**config.mk**
```make
export PLATFORM = sky130hd
export DESIGN_NAME = exc_entry_seq
export DESIGN_NICKNAME = d
export VERILOG_FILES = /design/src/rtl/exc_seq_pkg.sv /design/src/rtl/exc_prio_sel.sv /design/src/rtl/exc_frame_seq.sv /design/src/rtl/exc_entry_seq.sv
export SDC_FILE = /design/constraint.sdc
export NUM_CORES = 1
export LEC_CHECK = 0
export ABC_AREA = 1
export BUFFER_PORTS_ARGS = -buffer_cell sky130_fd_sc_hd__buf_4
export CAP_MARGIN = 20
export CORE_MARGIN = 3
export CORE_UTILIZATION = 35
export CTS_CLUSTER_DIAMETER = 50
export DETAILED_ROUTE_END_ITERATION = 12
export PLACE_DENSITY = 0.61
export SLEW_MARGIN = 20
export SYNTH_ARGS = -nofsm -noshare
export SYNTH_HDL_FRONTEND = slang
export SYNTH_SLANG_ARGS = --single-unit
```
**constraint.sdc**
```tcl
create_clock -name clk -period 3.46 [get_ports clk]
set_clock_uncertainty 0.1 [all_clocks]
set_input_delay 0.173 -clock clk [delete_from_list [all_inputs] [get_ports clk]]
set_output_delay 0.173 -clock clk [all_outputs]
set_load 0.05 [all_outputs]
```
**src/rtl/exc_seq_pkg.sv**
```systemverilog
package exc_seq_pkg;

  localparam int NSRC      = 17;
  localparam int IDX_W     = $clog2(NSRC);
  localparam int NEST_LAST = 9;

  localparam int SRC_ACCESS = 0;
  localparam int SRC_ADDR   = 1;
  localparam int SRC_ILLEG  = 2;
  localparam int SRC_PRIV   = 3;
  localparam int SRC_LINEA  = 4;
  localparam int SRC_LINEF  = 5;
  localparam int SRC_UNSUP  = 6;
  localparam int SRC_DIVZ   = 7;
  localparam int SRC_FMT    = 8;
  localparam int SRC_TRAP   = 9;
  localparam int SRC_TRACE  = 10;
  localparam int SRC_BKPC   = 11;
  localparam int SRC_BKNPC  = 12;
  localparam int SRC_UNINIT = 13;
  localparam int SRC_SPUR   = 14;
  localparam int SRC_AUTO   = 15;
  localparam int SRC_USER   = 16;

  localparam logic [7:0] VEC_FORMAT = 8'd14;

  typedef enum logic [2:0] {
    ST_IDLE, ST_PUSH_PC, ST_PUSH_FV, ST_FETCH, ST_JUMP, ST_HOLD
  } seq_state_e;

  function automatic logic [7:0] src_vector(input logic [IDX_W-1:0] idx,
                                            input logic [3:0] trap,
                                            input logic [2:0] lvl,
                                            input logic [7:0] uvec);
    logic [7:0] v;
    case (int'(idx))
      SRC_ACCESS: v = 8'd2;
      SRC_ADDR:   v = 8'd3;
      SRC_ILLEG:  v = 8'd4;
      SRC_PRIV:   v = 8'd8;
      SRC_LINEA:  v = 8'd10;
      SRC_LINEF:  v = 8'd11;
      SRC_UNSUP:  v = 8'd61;
      SRC_DIVZ:   v = 8'd5;
      SRC_TRAP:   v = 8'd32 + {4'd0, trap};
      SRC_TRACE:  v = 8'd9;
      SRC_BKPC:   v = 8'd13;
      SRC_BKNPC:  v = 8'd12;
      SRC_UNINIT: v = 8'd15;
      SRC_SPUR:   v = 8'd24;
      SRC_AUTO:   v = (lvl == 3'd0) ? VEC_FORMAT : 8'd24 + {5'd0, lvl};
      SRC_USER:   v = (uvec < 8'd64) ? VEC_FORMAT : uvec;
      default:    v = VEC_FORMAT;
    endcase
    return v;
  endfunction

  function automatic logic saves_fault_pc(input logic [7:0] v);
    return v inside {8'd2, 8'd3, 8'd4, 8'd5, 8'd8, 8'd10, 8'd11, 8'd14, 8'd61};
  endfunction

  function automatic logic vec_reserved(input logic [7:0] v);
    return (v < 8'd2) ||
           (v inside {[8'd6:8'd7], [8'd16:8'd23], [8'd48:8'd60], [8'd62:8'd63]});
  endfunction

  function automatic logic [15:0] fv_word(input logic [5:0] fmt,
                                          input logic [7:0] v);
    return {fmt, v, 2'b00};
  endfunction

endpackage

```
**src/rtl/exc_prio_sel.sv**
```systemverilog
module exc_prio_sel
  import exc_seq_pkg::*;
(
  input  logic             clk,
  input  logic             rst_n,
  input  logic [NSRC-1:0]  req,
  input  logic             nest_only,
  input  logic [3:0]       trap,
  input  logic [2:0]       lvl,
  input  logic [7:0]       uvec,
  output logic             hit,
  output logic [IDX_W-1:0] idx,
  output logic [7:0]       vector
);

  localparam logic [NSRC-1:0] NEST_MASK = NSRC'((1 << (NEST_LAST + 1)) - 1);

  logic [NSRC-1:0] masked;

  assign masked = nest_only ? (req & NEST_MASK) : req;

  always_comb begin
    hit = 1'b0;
    idx = '0;
    for (int i = NSRC - 1; i >= 0; i--) begin
      if (masked[i]) begin
        hit = 1'b1;
        idx = IDX_W'(i);
      end
    end
  end

  assign vector = src_vector(idx, trap, lvl, uvec);

  // a chosen source never yields a reserved or reset-only vector
  p_no_reserved_r3: assert property (@(posedge clk) disable iff (!rst_n)
    hit |-> !vec_reserved(vector));

  // while only nesting is allowed, no interrupt-class source wins
  p_irq_blocked_r8: assert property (@(posedge clk) disable iff (!rst_n)
    (nest_only && hit) |-> (req[idx] && int'(idx) <= NEST_LAST));

endmodule

```
**src/rtl/exc_frame_seq.sv**
```systemverilog
module exc_frame_seq
  import exc_seq_pkg::*;
#(
  parameter int         XLEN     = 32,
  parameter logic [5:0] FMT_CODE = 6'b010000
)(
  input  logic            clk,
  input  logic            rst_n,
  input  logic            start,
  input  logic [7:0]      vec_in,
  input  logic [XLEN-1:0] pc_in,
  input  logic [15:0]     sr_in,
  input  logic [XLEN-1:0] sp_in,
  input  logic [XLEN-1:0] base_in,
  input  logic            retire,
  output logic            accept_ok,
  output logic            in_hold,
  output logic            busy,
  output logic            mem_req,
  output logic            mem_we,
  output logic [XLEN-1:0] mem_addr,
  output logic [XLEN-1:0] mem_wdata,
  input  logic            mem_ack,
  input  logic [XLEN-1:0] mem_rdata,
  output logic            redirect_valid,
  output logic [XLEN-1:0] redirect_pc,
  output logic [XLEN-1:0] redirect_sp
);

  localparam logic [XLEN-1:0] WORD_B  = XLEN'(4);
  localparam logic [XLEN-1:0] FRAME_B = XLEN'(8);

  seq_state_e      state;
  logic [7:0]      vec_q;
  logic [XLEN-1:0] pc_q, sp_q, base_q, handler_q;
  logic [15:0]     sr_q;
  logic            xfer_done;

  assign xfer_done = mem_req && mem_ack;

  always_ff @(posedge clk) begin
    if (!rst_n) begin
      state     <= ST_IDLE;
      vec_q     <= '0;
      pc_q      <= '0;
      sp_q      <= '0;
      base_q    <= '0;
      sr_q      <= '0;
      handler_q <= '0;
    end else begin
      case (state)
        ST_IDLE, ST_HOLD: begin
          if (start) begin
            vec_q  <= vec_in;
            pc_q   <= pc_in;
            sr_q   <= sr_in;
            sp_q   <= sp_in;
            base_q <= base_in;
            state  <= ST_PUSH_PC;
          end else if (state == ST_HOLD && retire) begin
            state <= ST_IDLE;
          end
        end
        ST_PUSH_PC: if (xfer_done) state <= ST_PUSH_FV;
        ST_PUSH_FV: if (xfer_done) state <= ST_FETCH;
        ST_FETCH: begin
          if (xfer_done) begin
            handler_q <= mem_rdata;
            state     <= ST_JUMP;
          end
        end
        ST_JUMP: state <= ST_HOLD;
        default: state <= ST_IDLE;
      endcase
    end
  end

  always_comb begin
    mem_req   = 1'b0;
    mem_we    = 1'b0;
    mem_addr  = '0;
    mem_wdata = '0;
    case (state)
      ST_PUSH_PC: begin
        mem_req   = 1'b1;
        mem_we    = 1'b1;
        mem_addr  = sp_q - WORD_B;
        mem_wdata = pc_q;
      end
      ST_PUSH_FV: begin
        mem_req   = 1'b1;
        mem_we    = 1'b1;
        mem_addr  = sp_q - FRAME_B;
        mem_wdata = XLEN'({fv_word(FMT_CODE, vec_q), sr_q});
      end
      ST_FETCH: begin
        mem_req  = 1'b1;
        mem_addr = base_q + XLEN'({vec_q, 2'b00});
      end
      default: ;
    endcase
  end

  assign accept_ok      = (state == ST_IDLE) || (state == ST_HOLD);
  assign in_hold        = (state == ST_HOLD);
  assign busy           = (state != ST_IDLE);
  assign redirect_valid = (state == ST_JUMP);
  assign redirect_pc    = handler_q;
  assign redirect_sp    = sp_q - FRAME_B;

  // an unanswered request keeps every field steady
  p_req_stable_r6: assert property (@(posedge clk) disable iff (!rst_n)
    (mem_req && !mem_ack) |=> (mem_req && $stable(mem_addr) &&
                               $stable(mem_we) && $stable(mem_wdata)));

  // the redirect strobe lasts one cycle
  p_redirect_pulse_r7: assert property (@(posedge clk) disable iff (!rst_n)
    redirect_valid |=> !redirect_valid);

  // the redirect follows an acknowledged table read
  p_redirect_after_read_r7: assert property (@(posedge clk) disable iff (!rst_n)
    (mem_req && !mem_we && mem_ack) |=> redirect_valid);

  // the second frame write directly follows the first
  p_write_order_r5: assert property (@(posedge clk) disable iff (!rst_n)
    (mem_req && mem_we && mem_ack && mem_wdata == pc_q && state == ST_PUSH_PC)
      |=> (mem_req && mem_we && mem_addr == $past(mem_addr) - WORD_B));

  // sampling stays blocked right after the redirect
  p_inhibit_after_jump_r8: assert property (@(posedge clk) disable iff (!rst_n)
    redirect_valid |=> busy);

endmodule

```
**src/rtl/exc_entry_seq.sv**
```systemverilog
module exc_entry_seq
  import exc_seq_pkg::*;
#(
  parameter int         XLEN     = 32,
  parameter logic [5:0] FMT_CODE = 6'b010000
)(
  input  logic            clk,
  input  logic            rst_n,
  input  logic [16:0]     exc_req,
  input  logic [3:0]      trap_num,
  input  logic [2:0]      irq_level,
  input  logic [7:0]      irq_vec,
  input  logic [XLEN-1:0] fault_pc,
  input  logic [XLEN-1:0] next_pc,
  input  logic [15:0]     sr,
  input  logic [XLEN-1:0] sp,
  input  logic [XLEN-1:0] tbl_base,
  output logic            mem_req,
  output logic            mem_we,
  output logic [XLEN-1:0] mem_addr,
  output logic [XLEN-1:0] mem_wdata,
  input  logic            mem_ack,
  input  logic [XLEN-1:0] mem_rdata,
  output logic            redirect_valid,
  output logic [XLEN-1:0] redirect_pc,
  output logic [XLEN-1:0] redirect_sp,
  output logic            irq_inhibit,
  input  logic            first_retired
);

  logic             sel_hit;
  logic [IDX_W-1:0] sel_idx;
  logic [7:0]       sel_vec;
  logic             accept_ok, in_hold, seq_busy, start;
  logic [XLEN-1:0]  saved_pc;

  exc_prio_sel u_prio (
    .clk       (clk),
    .rst_n     (rst_n),
    .req       (exc_req),
    .nest_only (seq_busy),
    .trap      (trap_num),
    .lvl       (irq_level),
    .uvec      (irq_vec),
    .hit       (sel_hit),
    .idx       (sel_idx),
    .vector    (sel_vec)
  );

  assign start    = sel_hit && accept_ok;
  assign saved_pc = saves_fault_pc(sel_vec) ? fault_pc : next_pc;

  exc_frame_seq #(.XLEN(XLEN), .FMT_CODE(FMT_CODE)) u_seq (
    .clk            (clk),
    .rst_n          (rst_n),
    .start          (start),
    .vec_in         (sel_vec),
    .pc_in          (saved_pc),
    .sr_in          (sr),
    .sp_in          (sp),
    .base_in        (tbl_base),
    .retire         (first_retired),
    .accept_ok      (accept_ok),
    .in_hold        (in_hold),
    .busy           (seq_busy),
    .mem_req        (mem_req),
    .mem_we         (mem_we),
    .mem_addr       (mem_addr),
    .mem_wdata      (mem_wdata),
    .mem_ack        (mem_ack),
    .mem_rdata      (mem_rdata),
    .redirect_valid (redirect_valid),
    .redirect_pc    (redirect_pc),
    .redirect_sp    (redirect_sp)
  );

  assign irq_inhibit = seq_busy;

  // a retire with no nested fault releases interrupt sampling
  p_release_r8: assert property (@(posedge clk) disable iff (!rst_n)
    (in_hold && first_retired && !start) |=> !irq_inhibit);

  // a fault-class source during the hold window opens a new frame
  p_nest_r9: assert property (@(posedge clk) disable iff (!rst_n)
    (in_hold && |exc_req[NEST_LAST:0]) |=> (mem_req && mem_we));

  // no traffic leaves the block while it is idle and unrequested
  p_idle_quiet_r10: assert property (@(posedge clk) disable iff (!rst_n)
    (!irq_inhibit && !mem_req) |-> !redirect_valid);

endmodule

```
Word-level counts from Yosys, hierarchy flattened
Cells that the tools add are included.
Word-level totals
  logic and storage cells: 110
  output and inout port bits: 132
  flip-flop bits (word level): 155
  bits of input ports: 212
Operators by class
  equal/unequal tests: 33
  multiplexer cells: 49
  order comparisons: 1
  $add $sub $neg: 5
  reduce and logical (&&, ||, !) cells: 15
Operators with widths (number)
  $pmux W8 S16: 1
  $pmux W32 S3: 1
  $mux W5: 17
  $pmux W32 S2: 1
  $eq A5 B4 Y1 const B: 7
  $add A32 B10 Y32: 1
  $eq A8 B4 Y1 const B: 4
  $mux W32: 1
  $sub A32 B3 Y32 const B: 1
  $sub A32 B4 Y32 const B: 1
  $eq A5 B3 Y1 const B: 4
  $mux W1: 19
  $mux W17: 1
  $eq A8 B2 Y1 const B: 2
  $eq A8 B3 Y1 const B: 2
  $mux W8: 2
  $mux W3: 5
  $pmux W3 S5: 1
  $eq A5 B2 Y1 const B: 2
  $reduce_bool A9 Y1: 1
  $eq A8 B6 Y1 const B: 1
  $lt A8 B7 Y1 const B: 1
  $add A6 B4 Y7 const A: 1
  $add A5 B3 Y6 const A: 1
  other kinds (16): 25

Longest topological paths before layout
  word-level depth: 24
  mapped depth: 31
  mapped depth without buffers: 30

Hierarchy
Synthesis repeated with hierarchy kept, for this count alone.
Unflattened totals
  cells, all modules: 1662
  area, all modules: 10318.6 µm²
Modules (own cells, without submodules)
  exc_frame_seq: seq. area each 3103.0 µm², area each 8800.9 µm², cells an instance 1367, instances 1
  exc_entry_seq: seq. area each 0.0 µm², area each 808.3 µm², cells an instance 158, instances 1
  exc_prio_sel: seq. area each 0.0 µm², area each 709.4 µm², cells an instance 137, instances 1

Least setup slack after synthesis
Ideal clock, no wire load.
  kind: register -> output
  start point: reg u_seq.base_q[4]
  end point: out mem_addr[21]
  setup slack: -0.493 ns
  required time: 3.187 ns
  stages on the path, launching flop included: 19
  buffers on the path: 0
  data arrival time: 3.680 ns
  cell sequence: dfxtp_1 -> ha_1 -> nand2_1 -> nand2_1 -> a31oi_1 -> nor2_1 -> nor2_1 -> o21ai_0 -> nand3_1 -> nand2_1 -> nand3_1 -> nand2_1 -> nand2_1 -> nor2_1 -> nand2_1 -> inv_1 -> nand3_1 -> nor2_1 -> o311ai_0
On the way
  cells in the longest elaborated chain, start to end: 2
Ends and longest elaborated chain
  from (decl): RTL line exc_frame_seq.sv:35  | logic [XLEN-1:0] pc_q, sp_q, base_q, handler_q;
  from (signal assigned): RTL line exc_frame_seq.sv:58  | base_q <= base_in;
  $add A32 B10 Y32: RTL line exc_frame_seq.sv:98  | mem_addr = base_q + XLEN'({vec_q, 2'b00});
  $pmux W32 S3: RTL line exc_frame_seq.sv:83  | case (state)
  to (decl): RTL line exc_entry_seq.sv:20  | output logic [XLEN-1:0] mem_addr,
No other way between the ends.

Final worst setup path
  start point: reg u_seq.vec_q[0]
  end point: out mem_addr[16]
On the way
  cells in the longest elaborated chain, start to end: 2
Ends and longest elaborated chain
  from (decl): RTL line exc_frame_seq.sv:34  | logic [7:0] vec_q;
  from (signal assigned): RTL line exc_frame_seq.sv:54  | vec_q <= vec_in;
  $add A32 B10 Y32: RTL line exc_frame_seq.sv:98
  $pmux W32 S3: RTL line exc_frame_seq.sv:83
No other way between the ends.

==> metrics <==
status=complete, but fails checks; failing checks=negative setup slack; Congestion Overflow GR=0; most frequent cells in the layout=buf_4, nand2_1, inv_1, nor2_1, dfxtp_1; CTS Sinks=between 150 and 200; Synth area leaders=dfxtp_1, nand2_1, inv_1; first-pass GRT wire length=about 60 mm; Mapped Avg Cell Area=a little over 6 um^2; Reg-to-Reg Start=u_seq.state[0]; RSZ-0062 raised after global routing=yes; area growth from synthesis to layout=55.3%; DR WL/cell=16.4 um; Critical Path RT=3.19 ns; # rows=60; All-Layer GR Usage=between 20% and 30%; syn nets=between 1500 and 2000; maximum VDD drop=~0.94 mV; # DRC=0; I/O pin cnt=around 340; Port Buf Inserts=between 300 and 400; commonest non-fill, non-tap cell in the layout=buf_4; Die Span Y=172 um; largest net degree at the start of global routing=roughly 150; reg-to-reg slack, setup=slightly below 0.3 ns; fin worst setup slack=-0.219 ns; Hold Fails Final Rpt=0; Worst-Margin Slew=about 0.94 ns; Hold WC Path Type=in2reg; hold path cells=3; Layout Utilization=between 50% and 60%; register bit count reported by yosys=about 160; fmax=between 200 and 300 MHz; H-tree lvl count=4; Clock Latency Late Sink=between 0.4 and 0.5 ns; Synth Instances=around 1600; startpoint types=flop; register area=0.00311 mm^2; drt first pass iters=5; final slew viol count=0; CTS tree=yes; initial antenna violation count=0; Routed WL=39.6 mm; Vias per Instance=between 4 and 5; Max clock buf depth=2; Ys Warns=0; most common flop cell mapped by yosys=dfxtp_1; overall die width=between 150 and 200 um; hold endpoint=u_seq.sp_q[29]; multi-input logic area=0.00560 mm^2; max-capacitance violation count=0; post-synthesis async set-or-reset flop share=0%; M1 WL=16.6 mm; Num CTS Buffers=17; Clk pin slew, worst setup/hold paths=0.07 ns; post-synthesis cell area=0.00969 mm^2; post-synthesis sequential area ratio=32.0%; met3 WL post-DR=2.80 mm; vias in the first global route=approximately 11000; Root Driver=clkbuf_16; Critical Path Sink Type=output pin; arrival time at the worst endpoint=3.41 ns; share of cells above drive strength 1=approximately 25%; R2R Path End=u_seq.pc_q[1]; via count=roughly 12000; die area=about 0.030 mm^2; Sum Neg Setup Slack=-0.981 ns; GP Congestion=roughly 0.97; Synth area leader=dfxtp_1; CP Class=reg2out; 1st-iter DRT viols=846; max_slew headroom=about 37%; Distinct cells, synth=44; hold wc startpoint=sp[29]; Lkg Pwr=slightly above 0.007 uW; min Tclk post-route=approximately 3.7 ns; hpwl dp=around 29 mm; Power Density=977 mW/mm^2; crit path max fanout=2; number of routed nets with antenna violations=0; Initial Util=between 30% and 40%; Top Metal Used=met4; Setup-failing EPs final=8; worst-case reg-to-reg path depth=21; Post-synth EDFFs=0; core area=around 0.027 mm^2; final net count=roughly 2200; Filler cells=around 2700; met2 wire length=just under 20 mm; Tcrit/Tclk final=106%; top cell type's share of synthesized area=between 30% and 40%
-- what timing repair did --
item                       CTS  global route
buffers inserted            19            11
pin swaps                   16            19
hold endpoints to repair   132             0
resized for setup           37            50
setup endpoints to repair   18            52
hold buffers               132             0
-- power breakdown --
part           switching (uW)  internal [uW]
Clock                     901           1040
Sequential                705           2540
Combinational            6710           2810
-- per-layer routing --
layer | up-vias | track usage [%]
li1 | 5991 | -
met2 | 464 | 43.6
met5 | - | 0
met1 | 5463 | 32.0
met4 | 0 | 7.32
met3 | 58 | 6.15
-- through the flow --
stage	total power, uW	cell area, um^2	setup WS (ns)	instances	hold slack (ns)
CTS	14600	14800	-0.237	2403	0.000496
detailed placement	12300	12600	0.00232	2220	0.332
global placement	12300	12600	0.0384	2220	0.325
finish	14700	15000	-0.219	2411	0.0177
floorplan	9400	9700	0.0334	1561	0.229
global route	15700	15000	-0.437	2410	0.00395
-- cell usage after synthesis, types with 9 or more instances --
cell      count
a21oi_1     145
a22o_1       23
clkbuf_1     67
dfxtp_1     155
ha_1         11
inv_1       234
inv_2         9
nand2_1     239
nand3_1     153
nand4_1      17
nor2_1      233
nor3_1       18
o211ai_1     11
o21ai_0     136
xor2_1       22
-- state kept, by name, summed over array words and instances, names as in the netlist --
name and count:
u_seq.redirect_pc 32, u_seq.sr_q 16, u_seq.sp_q 32, u_seq.state 3, u_seq.vec_q 8, u_seq.base_q 32
u_seq.pc_q 32
-- worst max-delay path by stage --
stage,from,to,slack (ns),cells after the start
2_1_floorplan,u_seq.sp_q[3],mem_addr[31],0.03,14
3_3_place_gp,u_seq.base_q[2],mem_addr[26],0.04,20
3_5_place_dp,u_seq.vec_q[0],mem_addr[26],0.002,20
4_1_cts,u_seq.vec_q[0],mem_addr[30],-0.24,21
5_1_grt,u_seq.base_q[2],mem_addr[26],-0.44,20
6_report,u_seq.vec_q[0],mem_addr[16],-0.22,21
-- worst max-delay path, cell delays in order, from the launching register on --
cell and delay (ns):
dfxtp_2 0.36, ha_4 0.13, inv_2 0.03, fa_2 0.33, inv_2 0.07, nand2_2 0.06
nor4_2 0.14, nor2_1 0.09, o21ai_1 0.18, inv_1 0.07, nor2_2 0.11, nand2_2 0.09
nor2_4 0.11, nand2_2 0.07, buf_4 0.14, buf_6 0.11, inv_6 0.06, buf_6 0.09
a21oi_1 0.05, o21ai_0 0.22, o311ai_1 0.22, buf_4 0.25
-- cell families (layout without fill, tap and decap cells) --
kind of cell | after synthesis | count (layout) | synth area share [%]
adders and majority gates | 12 | 12 | 1.63
other | 0 | 1 | 0
buffers and inverters | 325 | 802 | 12.9
xor gates and xnor gates | 25 | 25 | 2.26
AOI/OAI and AO/OA | 346 | 346 | 19.9
DFF | 155 | 155 | 32.0
and+or+nand+nor | 698 | 698 | 31.3
-- area by class of cell --
type                       instances  share of cell area [%]
clock buffer                      17                    2.83
sequential                       155                    20.7
antenna                            1                  0.0166
inverter                         245                    6.14
multi-input combinational       1081                    37.2
tap                              372                    3.09
clock inverter                    15                    1.18
timing repair buffer             525                    28.8
Note: power is estimated with default switching activity, not from simulation.
